File: src/rtl/mfgt_pkg.sv
package mfgt_pkg;
  localparam int DATA_W     = 16;
  localparam int DIV_W      = 4;
  localparam int CFG_W      = DIV_W + 3;
  localparam int BIT_CLKSEL = DIV_W;
  localparam int BIT_C1EN   = DIV_W + 1;
  localparam int BIT_C2EN   = DIV_W + 2;
  localparam int BIT_EV1    = 13;
  localparam int BIT_EV2    = 14;
  localparam int BIT_RUN    = 15;

  typedef enum logic [1:0] {
    SEL_SETUP = 2'd0,
    SEL_COUNT = 2'd1,
    SEL_CMP1  = 2'd2,
    SEL_CMP2  = 2'd3
  } reg_sel_e;

  typedef struct packed {
    logic             c2_en;
    logic             c1_en;
    logic             clk_sel;
    logic [DIV_W-1:0] div;
  } cfg_t;

  function automatic cfg_t cfg_from_word(input logic [DATA_W-1:0] w);
    cfg_t c;
    c.div     = w[DIV_W-1:0];
    c.clk_sel = w[BIT_CLKSEL];
    c.c1_en   = w[BIT_C1EN];
    c.c2_en   = w[BIT_C2EN];
    return c;
  endfunction
endpackage

File: src/rtl/mfgt_prescaler.sv
module mfgt_prescaler #(
  parameter int DIV_W = 4,
  parameter int PH_W  = 15
) (
  input  logic             clk,
  input  logic             rst,
  input  logic             clear,
  input  logic             step,
  input  logic [DIV_W-1:0] div,
  output logic             tick
);
  logic [PH_W-1:0] phase;
  logic [PH_W:0]   span;
  logic [PH_W-1:0] mask;

  always_comb begin
    span = (PH_W+1)'(1) << div;
    mask = PH_W'(span - (PH_W+1)'(1));
    tick = step && ((phase & mask) == mask);
  end

  always_ff @(posedge clk) begin
    if (rst || clear) begin
      phase <= '0;
    end else if (step) begin
      phase <= tick ? '0 : phase + PH_W'(1);
    end
  end
endmodule

File: src/rtl/mfgt_channel.sv
module mfgt_channel
  import mfgt_pkg::*;
#(
  parameter int PH_W = 15
) (
  input  logic              clk,
  input  logic              rst,
  input  logic              sel_wr,
  input  logic [1:0]        wr_reg,
  input  logic [DATA_W-1:0] wdata,
  input  logic              ref_tick,
  input  logic              rst_en,
  input  logic              nmi_en,
  output logic [DATA_W-1:0] setup_rd,
  output logic [DATA_W-1:0] count_q,
  output logic [DATA_W-1:0] cmp1_q,
  output logic [DATA_W-1:0] cmp2_q,
  output logic              rst_pulse,
  output logic              nmi_pulse
);
  localparam logic [DATA_W-1:0] CNT_MAX = '1;

  cfg_t cfg_q;
  logic locked, run_q, ev1_q, ev2_q;
  logic wr_setup, wr_count, wr_cmp1, wr_cmp2;
  logic src, step, tick_raw, tick, hit1, hit2, clr1, clr2;

  always_comb begin
    wr_setup = sel_wr && (wr_reg == SEL_SETUP);
    wr_count = sel_wr && (wr_reg == SEL_COUNT);
    wr_cmp1  = sel_wr && (wr_reg == SEL_CMP1);
    wr_cmp2  = sel_wr && (wr_reg == SEL_CMP2);
    clr1     = wr_setup && wdata[BIT_EV1];
    clr2     = wr_setup && wdata[BIT_EV2];
    src      = cfg_q.clk_sel ? 1'b1 : ref_tick;
    step     = run_q && src;
    tick     = tick_raw && !wr_count;
    hit1     = tick && cfg_q.c1_en && (count_q == cmp1_q);
    hit2     = tick && cfg_q.c2_en && (count_q == cmp2_q);
  end

  mfgt_prescaler #(.DIV_W(DIV_W), .PH_W(PH_W)) u_presc (
    .clk   (clk),
    .rst   (rst),
    .clear (wr_count || (wr_setup && !locked)),
    .step  (step),
    .div   (cfg_q.div),
    .tick  (tick_raw)
  );

  always_ff @(posedge clk) begin
    if (rst) begin
      cfg_q     <= '0;
      locked    <= 1'b0;
      run_q     <= 1'b0;
      ev1_q     <= 1'b0;
      ev2_q     <= 1'b0;
      count_q   <= '0;
      cmp1_q    <= '0;
      cmp2_q    <= '0;
      rst_pulse <= 1'b0;
      nmi_pulse <= 1'b0;
    end else begin
      if (wr_setup) begin
        run_q <= wdata[BIT_RUN];
        if (!locked) begin
          cfg_q  <= cfg_from_word(wdata);
          locked <= 1'b1;
        end
      end
      ev1_q <= hit1 || (ev1_q && !clr1);
      ev2_q <= hit2 || (ev2_q && !clr2);
      if (wr_count)                       count_q <= wdata;
      else if (hit2)                      count_q <= '0;
      else if (tick && count_q != CNT_MAX) count_q <= count_q + DATA_W'(1);
      if (wr_cmp1) cmp1_q <= wdata;
      if (wr_cmp2) cmp2_q <= wdata;
      rst_pulse <= hit2 && !ev2_q && rst_en;
      nmi_pulse <= hit2 && !ev2_q && nmi_en;
    end
  end

  always_comb begin
    setup_rd                 = '0;
    setup_rd[DIV_W-1:0]      = cfg_q.div;
    setup_rd[BIT_CLKSEL]     = cfg_q.clk_sel;
    setup_rd[BIT_C1EN]       = cfg_q.c1_en;
    setup_rd[BIT_C2EN]       = cfg_q.c2_en;
    setup_rd[BIT_EV1]        = ev1_q;
    setup_rd[BIT_EV2]        = ev2_q;
    setup_rd[BIT_RUN]        = run_q;
  end
endmodule

File: src/rtl/mfgt_bank.sv
module mfgt_bank
  import mfgt_pkg::*;
#(
  parameter int NUM_TIMERS = 6,
  localparam int IDX_W  = (NUM_TIMERS > 1) ? $clog2(NUM_TIMERS) : 1,
  localparam int ADDR_W = IDX_W + 2,
  localparam int PH_W   = (1 << DIV_W) - 1
) (
  input  logic                  clk,
  input  logic                  rst,
  input  logic                  bus_wr,
  input  logic                  bus_rd,
  input  logic [ADDR_W-1:0]     bus_addr,
  input  logic [DATA_W-1:0]     bus_wdata,
  input  logic                  ref_tick,
  input  logic [NUM_TIMERS-1:0] rst_enable,
  input  logic [NUM_TIMERS-1:0] nmi_enable,
  output logic [DATA_W-1:0]     bus_rdata,
  output logic                  reset_req,
  output logic                  nmi_req
);
  logic [IDX_W-1:0] idx;
  logic [1:0]       sel;
  logic [NUM_TIMERS-1:0][DATA_W-1:0] setup_view, count_view, cmp1_view, cmp2_view;
  logic [NUM_TIMERS-1:0] rst_pulse_v, nmi_pulse_v;
  logic [DATA_W-1:0] rd_mux;

  assign idx = bus_addr[ADDR_W-1:2];
  assign sel = bus_addr[1:0];

  for (genvar g = 0; g < NUM_TIMERS; g++) begin : g_tmr
    mfgt_channel #(.PH_W(PH_W)) u_chan (
      .clk       (clk),
      .rst       (rst),
      .sel_wr    (bus_wr && (idx == IDX_W'(g))),
      .wr_reg    (sel),
      .wdata     (bus_wdata),
      .ref_tick  (ref_tick),
      .rst_en    (rst_enable[g]),
      .nmi_en    (nmi_enable[g]),
      .setup_rd  (setup_view[g]),
      .count_q   (count_view[g]),
      .cmp1_q    (cmp1_view[g]),
      .cmp2_q    (cmp2_view[g]),
      .rst_pulse (rst_pulse_v[g]),
      .nmi_pulse (nmi_pulse_v[g])
    );
  end

  always_comb begin
    rd_mux = '0;
    for (int i = 0; i < NUM_TIMERS; i++) begin
      if (idx == IDX_W'(i)) begin
        case (sel)
          SEL_SETUP: rd_mux = setup_view[i];
          SEL_COUNT: rd_mux = count_view[i];
          SEL_CMP1:  rd_mux = cmp1_view[i];
          default:   rd_mux = cmp2_view[i];
        endcase
      end
    end
  end

  always_ff @(posedge clk) begin
    if (rst)         bus_rdata <= '0;
    else if (bus_rd) bus_rdata <= rd_mux;
  end

  assign reset_req = |rst_pulse_v;
  assign nmi_req   = |nmi_pulse_v;
endmodule

File: config.mk
export PLATFORM = sky130hd
export DESIGN_NAME = mfgt_bank
export DESIGN_NICKNAME = d
export VERILOG_FILES = /design/src/rtl/mfgt_pkg.sv /design/src/rtl/mfgt_prescaler.sv /design/src/rtl/mfgt_channel.sv /design/src/rtl/mfgt_bank.sv
export SDC_FILE = /design/constraint.sdc
export NUM_CORES = 1
export LEC_CHECK = 0
export BUFFER_PORTS_ARGS = -buffer_cell sky130_fd_sc_hd__buf_4
export CORE_AREA = 10 10 246 248
export DETAILED_ROUTE_END_ITERATION = 12
export DIE_AREA = 0 0 256 258
export PLACE_DENSITY = 0.68
export SYNTH_ARGS = -nofsm -noshare
export SYNTH_HDL_FRONTEND = slang
export SYNTH_SLANG_ARGS = --single-unit
File: constraint.sdc
create_clock -name clk -period 3.7 [get_ports clk]
set_clock_uncertainty 0.15 [all_clocks]
set_input_delay 0 -clock clk [delete_from_list [all_inputs] [get_ports clk]]
set_output_delay 0 -clock clk [all_outputs]
set_load 0.01 [all_outputs]
==> impl_metrics.env <==
export IMPL_status="complete, no violations"
export IMPL_p_comb_frac=0.086
export IMPL_slew_violations=0
export IMPL_wl_per_cell_um=21.51
export IMPL_die_y_um=258
export IMPL_gp_congestion=0.9510
export IMPL_clock_path_buffers=3
export IMPL_finalInstanceArea_um2=30760
export IMPL_power_frac_seq=0.440
export IMPL_fin_crit_sh=0.9727
export IMPL_finalHoldViolCount=0
export IMPL_pwr_share_clk=0.474
export IMPL_yosys_warnings=0
export IMPL_leakagePower_nw=10.76
export IMPL_reg2reg_depth=9
export IMPL_drtIter0Drc=3024
export IMPL_dr_pass1_iters=6
export IMPL_rr_endpoint="g_tmr[5].u_chan.nmi_pulse$_SDFF_PP0_"
export IMPL_clock_sinks=472
export IMPL_drc=0
export IMPL_grt_max_degree=100
export IMPL_h_tree_depth=2
export IMPL_endpoint="g_tmr[5].u_chan.nmi_pulse$_SDFF_PP0_"
export IMPL_rows=87
export IMPL_start_util=0.4941
export IMPL_dp_hpwl_um=62190
export IMPL_dieArea_um2=66050
export IMPL_grtUsageTotal=0.2699
export IMPL_drt_met1_wl_um=38640
export IMPL_cts_buffers=53
export IMPL_synth_edff_count=0
export IMPL_crit_required_ps=4100
export IMPL_drt_wl_total_um=92680
export IMPL_drive_above_1_share=0.1050
export IMPL_netlist_cell_type_count=96
export IMPL_clockRootBuffer="clkbuf_16"
export IMPL_vdd_ir_drop_max_mv=0.4013
export IMPL_fillerInstances=5238
export IMPL_cp_start_kind="flop"
export IMPL_path_class="reg -> reg"
export IMPL_finish_net_count=3567
export IMPL_dr_wl_met3_um=9813
export IMPL_syn_area_per_cell_um2=7.748
export IMPL_place_ws_ps=186.1
export IMPL_yosys_area_top_type_share=0.3431
export IMPL_placed_area_um2=28520
export IMPL_fin_ws_ps=100.9
export IMPL_core_area_um2=55730
export IMPL_ys_seq_area_frac=0.3431
export IMPL_dieWidth_um=256
export IMPL_p_switching_mw=2.999
export IMPL_synthToLayoutAreaGrowth_pct=11.71
export IMPL_sw_frac_of_total=0.2520
export IMPL_ant_nets=0
export IMPL_critPathLaunch="g_tmr[5].u_chan.setup_rd[0]$_SDFFE_PP0P_"
export IMPL_rrSetupSlack_ps=100
export IMPL_port_buffer_count=55
export IMPL_syn_nets=3610
export IMPL_crit_path_end_kind="flop"
export IMPL_fmax_ghz=0.2779
export IMPL_route_met2_wl_um=40260
export IMPL_synth_area_top_cells="dfxtp_1, nand2_1, a21oi_1"
export IMPL_overflow=0
export IMPL_vias=26430
export IMPL_clk_latency_ps=620
export IMPL_maxCapViolCount=0
export IMPL_setup_tns_ps=0
export IMPL_p_per_area_nw_per_um2=386.7
export IMPL_tritoncts="done"
export IMPL_setup_viol=0
export IMPL_vias_per_cell=6.133
export IMPL_r2r_start="g_tmr[5].u_chan.setup_rd[0]$_SDFFE_PP0P_"
export IMPL_mappedNetlistArea_um2=27540
export IMPL_p_int_mw=8.898
export IMPL_synth_largest_area_cell="dfxtp_1"
export IMPL_worst_hold_path_type="in -> reg"
export IMPL_arrival_ps=4000
export IMPL_fin_hold_ws_ps=26.97
export IMPL_synth_cells=3554
export IMPL_period_minus_slack_ps=3599
export IMPL_worst_pin_slew_ps=1315
export IMPL_antenna_found_initial=2
export IMPL_rsz0062_at_grt="no"
export IMPL_grt_pass1_vias=24300
export IMPL_synth_ff_type="dfxtp_1"
export IMPL_crit_fanout=9
export IMPL_postCtsSetupBuffers=0
export IMPL_top_layer="met4"
export IMPL_slew_headroom=0.1226
export IMPL_synthArstFlopShare=0
export IMPL_ys_ff_latch=472
export IMPL_ios=56
export IMPL_clkTransAtPathRegs_ps=60
export IMPL_grt_pass1_wl_um=143400
-- cell type report --
type,count,area (um^2),share of cell area
Multi-Input combinational cell,2731,16670,0.5419
Inverter,44,165.2,0.005369
Timing Repair Buffer,209,1690,0.05495
Tap cell,756,945.9,0.03075
Antenna cell,2,5.005,0.0001627
Sequential cell,472,9449,0.3072
Clock buffer,81,1573,0.05112
Clock inverter,14,264.0,0.008582
-- per-stage QoR --
stage / cells / util / total power [mW]
final: 4309 / 0.5520 / 11.90
after global routing: 4307 / 0.5519 / 12.20
after CTS: 4307 / 0.5516 / 11.92
after detailed placement: 4173 / 0.5117 / 6.305
after global placement: 4173 / 0.5117 / 6.302
after floorplan: 3554 / - / 5.948
-- synthesized netlist by cell type (24+ instances only) --
cell / count
nand2_1: 653
buf_2: 63
and3_1: 37
nor2_1: 375
nand4_1: 63
a211oi_1: 27
nor4_1: 48
inv_1: 41
mux2i_1: 81
nand3_1: 123
clkbuf_1: 220
nor3_1: 66
xor2_1: 128
a21oi_1: 349
dfxtp_1: 472
nand2b_1: 24
o21ai_0: 96
mux4_2: 54
xnor2_1: 168
a31oi_1: 34
-- logic make-up after synthesis --
kind of cell,Yosys count,synth area share
compound gates,722,0.1617
xor+xnor,296,0.09414
fa+ha+maj,18,0.008179
buf+inv,351,0.05284
flops,472,0.3431
mux,148,0.07892
simple gates,1547,0.2611
-- how the worst min path moves through the flow --
stage                       start  cells past startpoint  slack, ps                                   end
CTS                 rst_enable[1]                      4          8  g_tmr[1].u_chan.rst_pulse$_SDFF_PP0_
detailed placement  rst_enable[0]                      2         60  g_tmr[0].u_chan.rst_pulse$_SDFF_PP0_
global route        rst_enable[1]                      4         30  g_tmr[1].u_chan.rst_pulse$_SDFF_PP0_
global placement    rst_enable[0]                      2         60  g_tmr[0].u_chan.rst_pulse$_SDFF_PP0_
floorplan           nmi_enable[1]                      2        -40  g_tmr[1].u_chan.nmi_pulse$_SDFF_PP0_
finish              nmi_enable[1]                      4         30  g_tmr[1].u_chan.nmi_pulse$_SDFF_PP0_
-- critical path: stages (launching register included) --
cell and delay, ps:
dfxtp_1 310, or4_1 580, ha_1 320, a21oi_1 180, a211oi_1 80, a2111oi_2 360, nand3_2 190, or3_4 440
nor4b_1 330, dlygate4sd3_1 600
-- per-layer routing --
metal / GRT usage / vias to the layer above
li1: - / 12340
met1: 0.3618 / 12520
met2: 0.4107 / 1332
met3: 0.06193 / 232
met4: 0.1175 / 0
met5: 0 / -
-- power groups by stage --
stage	clock [mW]	sequential, mW	combinational [mW]
3_5_place_dp	0	5.34	0.961
4_1_cts	5.69	5.23	0.999
5_1_grt	5.87	5.24	1.09
6_report	5.63	5.24	1.03
2_1_floorplan	0	5.29	0.660
3_3_place_gp	0	5.34	0.958
-- registers in the layout, summed over array words and instances (netlist names) --
signal                      cells
bus_rdata                      16
g_tmr.u_chan.cmp1_q            96
g_tmr.u_chan.cmp2_q            96
g_tmr.u_chan.count_q           96
g_tmr.u_chan.ev1_q              6
g_tmr.u_chan.ev2_q              6
g_tmr.u_chan.locked             6
g_tmr.u_chan.nmi_pulse          6
g_tmr.u_chan.rst_pulse          6
g_tmr.u_chan.run_q              6
g_tmr.u_chan.setup_rd          42
g_tmr.u_chan.u_presc.phase     90
-- cell usage in the layout (no fill, tap or decap), types with 11 or more instances in the layout --
cell | Yosys | routed
dfxtp_1 | 472 | 472
and2_1 | 17 | 17
and3_1 | 37 | 37
dlygate4sd3_1 | 0 | 39
nor4b_1 | 18 | 18
nor4_1 | 48 | 47
nand2_1 | 653 | 653
inv_1 | 41 | 41
o221ai_1 | 15 | 15
a221oi_1 | 22 | 22
clkbuf_16 | 0 | 54
nor2_1 | 375 | 375
nor2b_1 | 18 | 16
a21oi_1 | 349 | 349
a31oi_1 | 34 | 34
mux2_2 | 13 | 13
a32oi_1 | 11 | 11
nand4_1 | 63 | 63
ha_1 | 18 | 17
buf_4 | 7 | 167
o21ai_0 | 96 | 96
nand2b_1 | 24 | 24
or4_1 | 12 | 12
xor2_1 | 128 | 128
nand3b_1 | 17 | 17
o211ai_1 | 13 | 13
a22oi_1 | 20 | 20
o22ai_1 | 16 | 16
clkbuf_8 | 0 | 12
nand3_1 | 123 | 122
nor3_1 | 66 | 66
or3_1 | 18 | 17
mux2i_1 | 81 | 81
a211oi_1 | 27 | 27
xnor2_1 | 168 | 168
mux4_2 | 54 | 54
clkbuf_1 | 220 | 15
-- timing repair --
| action | 4_1_cts | 5_1_grt |
|---|---|---|
| resized for setup | 0 | 4 |
| endpoints found under the hold margin | 389 | 0 |
| hold buffers | 39 | 0 |
| setup endpoints to repair | 0 | 11 |
Power figures use the tool's default switching activity.
